## src/rtl/tr_sw_pkg.sv

```systemverilog
// Package: shared mode type and fixed register addresses for the
// delayed transmit/receive switch. Assumes a 7-bit register address space.
package tr_sw_pkg;

    typedef enum logic {
        MODE_RX = 1'b0,
        MODE_TX = 1'b1
    } sw_mode_e;

    // Delay register addresses; the transmit delay sits one below the receive.
    localparam int unsigned DLY_ADDR_BASE = 2;
    localparam int unsigned NUM_MODES     = 2;

endpackage

```

## src/rtl/tr_cfg_regs.sv

```systemverilog
// Configuration register file: two delay registers and two pattern
// registers (one of each per mode), written through a simple strobe port.
// Assumes single-cycle writes; a write is visible after the writing edge.
module tr_cfg_regs
    import tr_sw_pkg::*;
#(
    parameter int unsigned ADDR_W   = 7,
    parameter int unsigned DLY_W    = 16,
    parameter int unsigned PAT_W    = 16,
    parameter int unsigned PAT_BASE = 8,
    parameter int unsigned SLOT     = 0
) (
    input  logic                             clk,
    input  logic                             rst_n,
    input  logic [ADDR_W-1:0]                addr_i,
    input  logic [DLY_W-1:0]                 data_i,
    input  logic                             we_i,
    output logic [NUM_MODES-1:0][DLY_W-1:0]  dly_o,
    output logic [NUM_MODES-1:0][PAT_W-1:0]  pat_o
);

    localparam int unsigned PAT_SLOT_BASE = PAT_BASE + 3 * SLOT;

    // Index 0 = receive mode, index 1 = transmit mode, for both register kinds.
    for (genvar m = 0; m < NUM_MODES; m++) begin : g_mode
        // Transmit delay at DLY_ADDR_BASE, receive delay at DLY_ADDR_BASE+1.
        localparam logic [ADDR_W-1:0] DLY_ADDR =
            ADDR_W'(DLY_ADDR_BASE + (NUM_MODES - 1 - m));
        // Transmit pattern at slot base, receive pattern at slot base + 1.
        localparam logic [ADDR_W-1:0] PAT_ADDR =
            ADDR_W'(PAT_SLOT_BASE + (NUM_MODES - 1 - m));

        logic [DLY_W-1:0] dly_q;
        logic [PAT_W-1:0] pat_q;

        // Delay register for this mode: reset to zero, load on matching write.
        always_ff @(posedge clk) begin
            if (!rst_n) begin
                dly_q <= '0;
            end else if (we_i && addr_i == DLY_ADDR) begin
                dly_q <= data_i;
            end
        end

        // Pattern register for this mode: reset to zero, load on matching write.
        always_ff @(posedge clk) begin
            if (!rst_n) begin
                pat_q <= '0;
            end else if (we_i && addr_i == PAT_ADDR) begin
                pat_q <= PAT_W'(data_i);
            end
        end

        assign dly_o[m] = dly_q;
        assign pat_o[m] = pat_q;


        dly_wr_chk: assert property (@(posedge clk) disable iff (!rst_n)
            (we_i && addr_i == DLY_ADDR) |=> (dly_o[m] == $past(data_i)));


        dly_keep_chk: assert property (@(posedge clk) disable iff (!rst_n)
            !(we_i && addr_i == DLY_ADDR) |=> $stable(dly_o[m]));


        pat_keep_chk: assert property (@(posedge clk) disable iff (!rst_n)
            !(we_i && addr_i == PAT_ADDR) |=> $stable(pat_o[m]));
    end

endmodule

```

## src/rtl/tr_edge_timer.sv

```systemverilog
// Edge timer: holds the switch mode and delays each mode change by the
// delay of the target mode. The delay is latched when a change starts, so
// later register writes do not affect it. If the wanted mode goes back to
// the current mode, the pending change is dropped.
// Assumes want_i is synchronous to clk.
module tr_edge_timer
    import tr_sw_pkg::*;
#(
    parameter int unsigned DLY_W = 16
) (
    input  logic                             clk,
    input  logic                             rst_n,
    input  sw_mode_e                         want_i,
    input  logic [NUM_MODES-1:0][DLY_W-1:0]  dly_i,
    output sw_mode_e                         mode_o
);

    sw_mode_e         mode_q;
    logic             busy_q;
    logic [DLY_W-1:0] cnt_q;
    logic [DLY_W-1:0] start_dly;

    // Delay of the mode being moved to.
    always_comb start_dly = dly_i[want_i];

    // Mode state machine with cancellable down-counter.
    always_ff @(posedge clk) begin
        if (!rst_n) begin
            mode_q <= MODE_RX;
            busy_q <= 1'b0;
            cnt_q  <= '0;
        end else if (want_i == mode_q) begin
            busy_q <= 1'b0;
        end else if (!busy_q) begin
            if (start_dly == '0) begin
                mode_q <= want_i;
            end else begin
                cnt_q  <= start_dly;
                busy_q <= 1'b1;
            end
        end else if (cnt_q <= DLY_W'(1)) begin
            mode_q <= want_i;
            busy_q <= 1'b0;
        end else begin
            cnt_q <= cnt_q - DLY_W'(1);
        end
    end

    assign mode_o = mode_q;


    hold_when_match_chk: assert property (@(posedge clk) disable iff (!rst_n)
        (want_i == mode_o) |=> (mode_o == $past(mode_o)));


    zero_dly_chk: assert property (@(posedge clk) disable iff (!rst_n)
        (want_i != mode_o && !busy_q && start_dly == '0) |=> (mode_o == $past(want_i)));


    no_early_chk: assert property (@(posedge clk) disable iff (!rst_n)
        (busy_q && cnt_q > DLY_W'(1)) |=> (mode_o == $past(mode_o)));


    cnt_steady_chk: assert property (@(posedge clk) disable iff (!rst_n)
        (busy_q && want_i != mode_o && cnt_q > DLY_W'(1)) |=> (busy_q && cnt_q == $past(cnt_q) - DLY_W'(1)));

endmodule

```

## src/rtl/tr_switch_delay.sv

```systemverilog
// Top of the delayed transmit/receive switch. The transmit FIFO state picks
// the wanted mode (non-empty = transmit). The edge timer delays each change
// by its programmed delay, and the pattern of the current mode is driven out.
// Assumes fifo_empty_i is synchronous to clk; reset is synchronous, active low.
module tr_switch_delay
    import tr_sw_pkg::*;
#(
    parameter int unsigned ADDR_W   = 7,
    parameter int unsigned DLY_W    = 16,
    parameter int unsigned PAT_W    = 16,
    parameter int unsigned PAT_BASE = 8,
    parameter int unsigned SLOT     = 0
) (
    input  logic              clk,
    input  logic              rst_n,
    input  logic              fifo_empty_i,
    input  logic [ADDR_W-1:0] cfg_addr_i,
    input  logic [DLY_W-1:0]  cfg_data_i,
    input  logic              cfg_we_i,
    output logic              txmode_o,
    output logic [PAT_W-1:0]  pattern_o
);

    logic [NUM_MODES-1:0][DLY_W-1:0] dly;
    logic [NUM_MODES-1:0][PAT_W-1:0] pat;
    sw_mode_e                        want;
    sw_mode_e                        mode;

    // Wanted mode follows the FIFO: any queued data asks for transmit.
    always_comb want = fifo_empty_i ? MODE_RX : MODE_TX;

    tr_cfg_regs #(
        .ADDR_W   (ADDR_W),
        .DLY_W    (DLY_W),
        .PAT_W    (PAT_W),
        .PAT_BASE (PAT_BASE),
        .SLOT     (SLOT)
    ) u_regs (
        .clk    (clk),
        .rst_n  (rst_n),
        .addr_i (cfg_addr_i),
        .data_i (cfg_data_i),
        .we_i   (cfg_we_i),
        .dly_o  (dly),
        .pat_o  (pat)
    );

    tr_edge_timer #(
        .DLY_W (DLY_W)
    ) u_timer (
        .clk    (clk),
        .rst_n  (rst_n),
        .want_i (want),
        .dly_i  (dly),
        .mode_o (mode)
    );

    // Drive the mode flag and the pattern of the current mode.
    always_comb begin
        txmode_o  = (mode == MODE_TX);
        pattern_o = pat[mode];
    end


    reset_rx_chk: assert property (@(posedge clk)
        !rst_n |=> !txmode_o);


    move_needs_cause_chk: assert property (@(posedge clk) disable iff (!rst_n)
        (txmode_o != fifo_empty_i) |=> $stable(txmode_o));

endmodule

```

## config.mk

```make
export PLATFORM = sky130hd
export DESIGN_NAME = tr_switch_delay
export DESIGN_NICKNAME = d
export VERILOG_FILES = /design/src/rtl/tr_sw_pkg.sv /design/src/rtl/tr_cfg_regs.sv /design/src/rtl/tr_edge_timer.sv /design/src/rtl/tr_switch_delay.sv
export SDC_FILE = /design/constraint.sdc
export NUM_CORES = 1
export LEC_CHECK = 0
export CORE_ASPECT_RATIO = 0.8
export CORE_UTILIZATION = 57
export CTS_CLUSTER_SIZE = 25
export DETAILED_ROUTE_END_ITERATION = 6
export DONT_BUFFER_PORTS = 1
export PLACE_DENSITY_LB_ADDON = 0.25
export SLEW_MARGIN = 10
export SYNTH_ARGS = -nofsm -noshare
export SYNTH_HDL_FRONTEND = slang
export SYNTH_HIERARCHICAL = 1
export SYNTH_SLANG_ARGS = --single-unit
```

## constraint.sdc

```tcl
create_clock -name clk -period 2 [get_ports clk]
set_input_delay 0.4 -clock clk [delete_from_list [all_inputs] [get_ports clk]]
set_output_delay 0.4 -clock clk [all_outputs]
set_load 0.01 [all_outputs]
```

==> out/summary.md, run 1 <==
The analysis attributes to cell leakage a power of 2.14 nW. The run finished with clean final reports. The proportion of power drawn by the clock network came out at 0.360. The worst-case IR drop observed on VDD is 0.497 mV. In this run the worst path has a maximum fanout of 6. From synthesis to final layout, the design area changed by 8.80%. The setup slack at placement is 0.00609 ns, and the count of cells along the worst register-to-register path is 6. The transition time at the pin with the least slew margin was 0.563 ns; the switching power of the nets was 0.967 mW. Clock tree synthesis found a total of 82 sinks. The category of the critical setup timing path was reg2reg. The logs give 4170 um2 for the post-synthesis instance area and 27 for the standard-cell row count.

The internal cell power was 2.51 mW. Derived from the worst setup path, the maximum achievable clock frequency is 509 MHz. The repair_antennas step left the layout with diodes totalling 0.

The worst hold margin came out at 0.185 ns. The number of antenna violations at the first check in global routing was 0; the maximum clock skew at final layout was 0.0126 ns. Hold violation count in the final report: 0. The first detailed-routing pass took 5 iterations.

The wire length of the first global-routing pass was 15.4 mm. The first routing iteration left 317 violations. In this run the remaining antenna-violating nets after routing total 0. TritonCTS built the clock tree. The clock reaches the later pin of the worst-skew pair after 0.35 ns.

Counting tap cells, the placed design contains a total of 513 instances. The switching fraction of total power came out at 0.278. Counting flops and latches in the post-synthesis netlist gives 82.

Share of layout cells above drive strength 1: 0.168. In the final design database the tool counted 471 nets. The worst path needs 1.96 ns of the cycle, external delays included. The tools report the count of different cell masters after synthesis as 52. The die width was 97.6 um. At the worst endpoint, the required time is 2.25 ns. The clock slew at the register clock pins of the worst setup and hold paths works out to 0.09 ns.

CTS built an H-tree with a depth of 3. The finished layout holds 534 standard cells, fillers aside. Post-route worst setup slack: 0.0371 ns. Setup repair after global routing could not meet its margin everywhere. The count of cells along the worst hold path is 1.

The worst hold path terminates at u_timer/cnt_q[3]$_SDFFE_PN0P_. The floorplan step set the die height to 78.5 um. The tools report the overall routed net length as 9.58 mm. The endpoint class of the critical path was a register.

The number of buffers added on ports is 0, and the synthesis warning total is 6. The share of total power in combinational logic is 0.157. The run gives 3109 as the via count of the first global-routing pass. In the synthesized netlist the dominant register cell turns out to be dfxtp_1. The post-detailed-route via-to-cell ratio was 6.17; the sequential fraction of the synthesis area was 0.394. For this design, the CTS-stage hold fixing added 0 buffers. The startpoint identified for the worst hold timing path is rst_n. For this run, design rule violations remaining after detail routing come to 0.

The worst setup path is launched from a register. The final max-slew violation count was 0; the count of mapped cells out of synthesis was 441. The worst max-slew margin expressed relative to the limit is 0.623, and the pin count of the biggest net entering global routing is 98. For the count of maximum capacitance violations, the log shows 0.

Counting the buffers created by CTS gives 9. The logs give 6960 um2 for the placeable core region and 44 for the number of placed I/O pins. The share of the cycle needed by the critical path after routing was 0.981; the total negative setup slack was 0 ns. The final weighted congestion in routability-driven placement was 0.939. The number of buffers on the longest clock path came out at 2. The root cell of the clock tree is clkbuf_8. The number of enable-type register cells in the synthesized netlist was 0; the full die area was 7660 um2.

The endpoint of the lowest-slack register-to-register path is u_timer/cnt_q[15]$_SDFFE_PN0P_. Worst min-delay path category: in2reg. Setup violations remaining at the end of the flow were counted as 0.

Total via count after detailed routing: 3294. The wire-length estimate of the detail-placed layout is 6.49 mm. The run gives 0.04 ns as the setup slack of the most critical reg-to-reg path.

In this run the critical register-to-register path is launched from u_timer/cnt_q[1]$_SDFFE_PN0P_. The effective utilization at floorplan is 0.599, and the final routed wire length divided by cell count is 17.9 um. STA puts the critical path data arrival time at 2.21 ns. The total nets after synthesis is 470, and the total power per unit cell area is 768 nW/um2. The overall fraction of global-route tracks in use was 0.253.

The average cell area after synthesis works out to 9.45 um2. The portion of total power attributed to sequential cells was 0.483; the final design utilization was 0.651. For the aggregate global routing overflow, the log shows 0. Share of synthesized registers carrying an async set or reset: 0.
[critical path, stage by stage, from the launching register on]
cell and delay, ns:
dfxtp_1 0.32, buf_4 0.14, or4_4 0.54, nor3_4 0.29, a21boi_1 0.10, o311a_1 0.29
a31o_1 0.18
[cells in the mapped netlist, types with 2 or more instances]
library cell	number	area, um2
a211o_1	2	17.5
a211oi_1	4	30.0
a21boi_0	4	30.0
a21boi_1	2	15.0
a21oi_1	12	60.1
a31o_1	5	43.8
a31oi_1	6	37.5
buf_2	7	35.0
buf_6	5	56.3
clkbuf_1	16	60.1
dfxtp_1	82	1640
ha_1	2	25.0
inv_1	7	26.3
mux2_2	6	67.6
mux2_4	10	150
mux2i_1	75	751
nand2_1	84	315
nand2_2	3	18.8
nand2_4	2	22.5
nand2b_1	2	12.5
nand3_1	10	50.1
nand4_1	4	25.0
nor2_1	16	60.1
nor2b_1	6	37.5
nor3_1	7	35.0
nor3_4	2	32.5
nor3b_1	2	15.0
nor4_1	6	37.5
nor4b_4	3	71.3
o21a_1	3	22.5
o21ai_0	7	35.0
o21ai_1	5	25.0
o22ai_1	2	12.5
o311ai_1	6	52.6
o31ai_1	7	52.6
or4_1	3	22.5
[worst max path at each step]
| stage | startpoint | to | slack [ns] | depth (start not counted) |
|---|---|---|---|---|
| 3_5_place_dp | fifo_empty_i | u_timer/cnt_q[3]$_SDFFE_PN0P_ | 0.006 | 6 |
| 6_report | u_timer/cnt_q[1]$_SDFFE_PN0P_ | u_timer/cnt_q[15]$_SDFFE_PN0P_ | 0.04 | 6 |
| 3_3_place_gp | u_timer/cnt_q[0]$_SDFFE_PN0P_ | u_timer/cnt_q[15]$_SDFFE_PN0P_ | 0.08 | 6 |
| 2_1_floorplan | u_timer/cnt_q[0]$_SDFFE_PN0P_ | u_timer/cnt_q[3]$_SDFFE_PN0P_ | 0.12 | 8 |
| 5_1_grt | u_timer/cnt_q[0]$_SDFFE_PN0P_ | u_timer/cnt_q[14]$_SDFFE_PN0P_ | -0.01 | 8 |
| 4_1_cts | u_timer/cnt_q[0]$_SDFFE_PN0P_ | u_timer/cnt_q[10]$_SDFFE_PN0P_ | 0.005 | 8 |
[cells in the final DEF, fill, tap and decap left out, drive strengths merged, types with 2 or more instances in the layout]
master / instances
ha: 2
nor2: 16
nor2b: 6
nand2: 89
mux2: 16
nor3: 9
o21a: 3
nor4: 7
a31oi: 6
a31o: 5
nand2b: 2
buf: 20
clkbuf: 10
clkinv: 3
nor3b: 2
a211oi: 5
a21boi: 6
or4: 4
nor4b: 4
nand3: 10
o31ai: 7
a211o: 2
inv: 9
dfxtp: 82
mux2i: 75
a21oi: 12
o311ai: 6
nand4: 4
o21ai: 12
o22ai: 2
[state kept, by name, indices dropped and copies added (netlist names)]
| signal | flops |
|---|---|
| u_regs/g_mode.pat_q | 32 |
| u_timer/cnt_q | 16 |
| u_timer/busy_q | 1 |
| u_timer/mode_o | 1 |
| u_regs/g_mode.dly_q | 32 |
[cell type report]
type                            instances  area (um2)
Timing Repair Buffer                   20         170
Fill cell                             553        2430
Tap cell                               87         109
Clock buffer                           10         138
Inverter                                7        26.3
Multi-Input combinational cell        322        2370
Sequential cell                        82        1650
Clock inverter                          6        73.8
[cells by family after synthesis]
| group | share of synthesized area |
|---|---|
| compound gates | 0.117 |
| xor+xnor | 0.00210 |
| buf+inv | 0.0493 |
| mux | 0.232 |
| simple gates | 0.200 |
| fa+ha+maj | 0.00601 |
| flops | 0.394 |
[power groups by stage]
stage | registers [mW] | logic (mW) | clock network [mW]
final | 1.68 | 0.547 | 1.25
after global routing | 1.68 | 0.580 | 1.35
after CTS | 1.68 | 0.459 | 1.28
after detailed placement | 1.72 | 0.453 | 0
after global placement | 1.71 | 0.446 | 0
after floorplan | 1.71 | 0.367 | 0
[metal layers]
metal,track usage,part of all wire
met5,0,0
met4,0.0824,0.020
met3,0.0534,0.066
met2,0.407,0.46
met1,0.339,0.46
[timing repair]
action,4_1_cts,5_1_grt
setup buffers,0,5
endpoints found under the setup margin,4,12
gates resized for setup,1,15
pin swaps,0,5
gates cloned,0,0
[through the flow]
| stage | power (mW) | instance area (um2) |
|---|---|---|
| after CTS | 3.42 | 4440 |
| after global routing | 3.61 | 4530 |
| final | 3.48 | 4530 |
| after detailed placement | 2.17 | 4220 |
| after global placement | 2.16 | 4220 |
| after floorplan | 2.08 | 4170 |
Power figures use the tool's default switching activity.
==> run 2: changes to the inputs <==
HOLD_SLACK_MARGIN = 0.12   (was default)
clock period = 2.1 ns   (was 2 ns; I/O delays follow)
==> run 2 against run 1 <==
Effect of this change: first-iteration DRC count is 25% lower; clock power is 7% lower; setup slack better by 0.033 ns.
==> out/summary.md, run 2 (synthesis gave the netlist of run 1 again) <==
The finished layout holds 528 standard cells, fillers aside. The worst setup path is launched from a register. The number of buffers on the longest clock path came out at 2. DRC violation count after routing: 0.

In this run the horizontal extent of the chip is 97.6 um. The proportion of power drawn by the clock network was 0.360; the H-tree depth was 3. The library cell used most frequently in the layout, excluding fill and tap cells, is nand2_1.

The effective utilization at floorplan is 0.599, and the total inserted antenna cells is 0. The largest registers in the layout are u_regs/g_mode.dly_q: 32 flops, u_regs/g_mode.pat_q: 32 flops, u_timer/cnt_q: 16 flops. The final routed wire length divided by cell count is 17.6 um. Clock tree synthesis inserted a total of 9 buffers. After layout, the worst setup slack is 0.0704 ns. For the worst setup path, the data required time is 2.35 ns.

Broken down by cell family, the worst path's largest delay share belongs to simple AND/OR/NAND/NOR gates. The logs give 0 for the hold violation count in the final report and 44 for the number of placed I/O pins. At the pin with the least slew margin, the transition time is 0.555 ns.

Timing analysis after detailed placement gives a worst setup slack of 0.00752 ns. The count of cells along the worst hold path came out at 1. For the switching power of the nets, the log shows 0.910 mW. The layout overhead on the synthesized area works out to 6.46%. The run gives 2340 um2 as the area occupied by multi-input gates. Clock skew on the completed layout was measured at 0.00853 ns. The worst setup path is captured at a register. The number of placed cells counting well taps was 509. Detailed routing inserted a total of 3184 vias. The largest individual stage delay along the critical path comes from the cell or4_4. The path class of the tightest hold or removal check is in2reg. Input and output buffers added on the ports amount to 0. The share of layout cells above drive strength 1 is 0.147, and the worst hold margin is 0.214 ns. The signal on the critical path passes through inv_1 -> ha_2 -> nor2_1 -> or4_4 -> o21ai_2 -> buf_6 -> nor2_1 -> a31o_1. The net count of the finished layout was 465; the count of cells along the worst register-to-register path was 8. VDD sags by at most 0.378 mV. The logs give 2.28 ns for the worst path arrival time and 0.495 for the portion of total power attributed to sequential cells. For the number of antenna-violating nets in the routed design, the log shows 0. The count of maximum capacitance violations was 0; the standby leakage power was 2.09 nW. After global routing the overflow that remains totals 0. The floorplan has 27 rows. The largest fanout of any net on the critical path works out to 7. Using the TritonRoute via totals, the vias-per-cell ratio works out to 6.03.

The number of antenna violations at the first check in global routing was 0. The switching fraction of total power was 0.282; the number of inserted filler cells in the final layout was 579. Internal power comes to 2.32 mW. The tools report the post-detailed-placement half-perimeter wirelength as 6.26 mm. The logs give 0 for the final max-slew violation count and 0.36 ns for the latest clock arrival within the worst-skew pair.

The run gives 238 as the count of routing violations after the opening detailed-route iteration. The tools report the root cell of the clock tree as clkbuf_8. The largest single stage delay on the critical path is 0.50 ns.

The total clock sinks came out at 82. The dominant cell type by count on the critical path is nor2_1. The critical path crosses 8 cells after its start point. Across the whole layout, storage elements account for 1640 um2. The category of the critical setup timing path was reg2reg. The height of the die came out at 78.5 um.

The flow ran to the end, and the final reports show no timing, DRC or antenna violations. The total area inside the core boundary comes to 6960 um2. Entering global routing, the biggest net connects 98 pins.

For the via count of the first global-routing pass, the log shows 3083. For the finished layout, the period the worst path requires is 2.03 ns. The final design utilization is 0.637, and the share of total power in combinational logic is 0.145.

Leaving out fill and tap cells, the most frequent cells in the layout are nand2_1, dfxtp_1, mux2i_1. Routability-driven placement finished with a final weighted congestion of 0.865. The number of iterations in the first detailed-routing pass was 4; the final count of negative-setup-slack endpoints was 0. The logs give 15.5 mm for the wire length of the first global-routing pass and 493 MHz for the highest clock rate.

The total power per unit cell area works out to 728 nW/um2. The share of the cycle needed by the critical path after routing is 0.966, and the overall fraction of global-route tracks in use is 0.254. The count of buffering cells on the critical path with inverters included was 2; the overall routed net length was 9.30 mm. The die covers 7660 um2.

The clock slew at the register clock pins of the worst setup and hold paths was 0.08 ns; the post-layout total power was 3.23 mW. Worst max-slew margin expressed relative to the limit: 0.629. TritonCTS built the clock tree.
==> run 2: area by class of cell <==
class / instances / area share
Tap cell: 87 / 0.0245
Multi-Input combinational cell: 322 / 0.528
Clock inverter: 6 / 0.0161
Sequential cell: 82 / 0.370
Inverter: 7 / 0.00592
Timing Repair Buffer: 14 / 0.0268
Clock buffer: 10 / 0.0288
==> run 2: timing repair <==
item                       in CTS  in global routing
setup endpoints to repair       0                 16
setup buffers                   0                  2
gates resized for setup         0                  7
hold buffers                    0                  0
==> run 2: path summary, 6_finish.rpt <==
path / startpoint / endpoint / slack [ns]
hold / removal: rst_n / u_timer/cnt_q[3]$_SDFFE_PN0P_ / 0.21
setup / recovery: u_timer/cnt_q[0]$_SDFFE_PN0P_ / u_timer/cnt_q[4]$_SDFFE_PN0P_ / 0.07
setup reg to reg: u_timer/cnt_q[0]$_SDFFE_PN0P_ / u_timer/cnt_q[4]$_SDFFE_PN0P_ / 0.07
hold reg to reg: u_regs/g_mode[0].pat_q[14]$_SDFFE_PN0P_ / u_regs/g_mode[0].pat_q[14]$_SDFFE_PN0P_ / 0.46
==> run 2: power by group through the flow <==
stage | registers [mW] | logic, mW | clock network, mW
floorplan | 1.63 | 0.349 | 0
global placement | 1.63 | 0.417 | 0
detailed placement | 1.63 | 0.424 | 0
CTS | 1.60 | 0.427 | 1.18
global route | 1.60 | 0.508 | 1.26
finish | 1.60 | 0.469 | 1.16
==> run 2: metal layers <==
layer  up-vias  GRT usage  routed length (um)
met5         -          0                   0
met4         0     0.0632                  30
met3         2     0.0570                 432
met2        69      0.413                4350
met1      1539      0.343                4490
li1       1574          -                   -
==> run 2: worst register-to-register path: stages, from the launching register on <==
cell and delay (ns):
dfxtp_1 0.39, inv_1 0.11, ha_2 0.21, nor2_1 0.06, or4_4 0.50, o21ai_2 0.20, buf_6 0.16, nor2_1 0.08
a31o_1 0.21
==> run 2: per-stage QoR <==
step | setup TNS [ns] | area, um2
6_report | 0 | 4440
5_1_grt | -0.113 | 4440
4_1_cts | 0 | 4390
3_5_place_dp | 0 | 4190
3_3_place_gp | 0 | 4190
2_1_floorplan | 0 | 4170
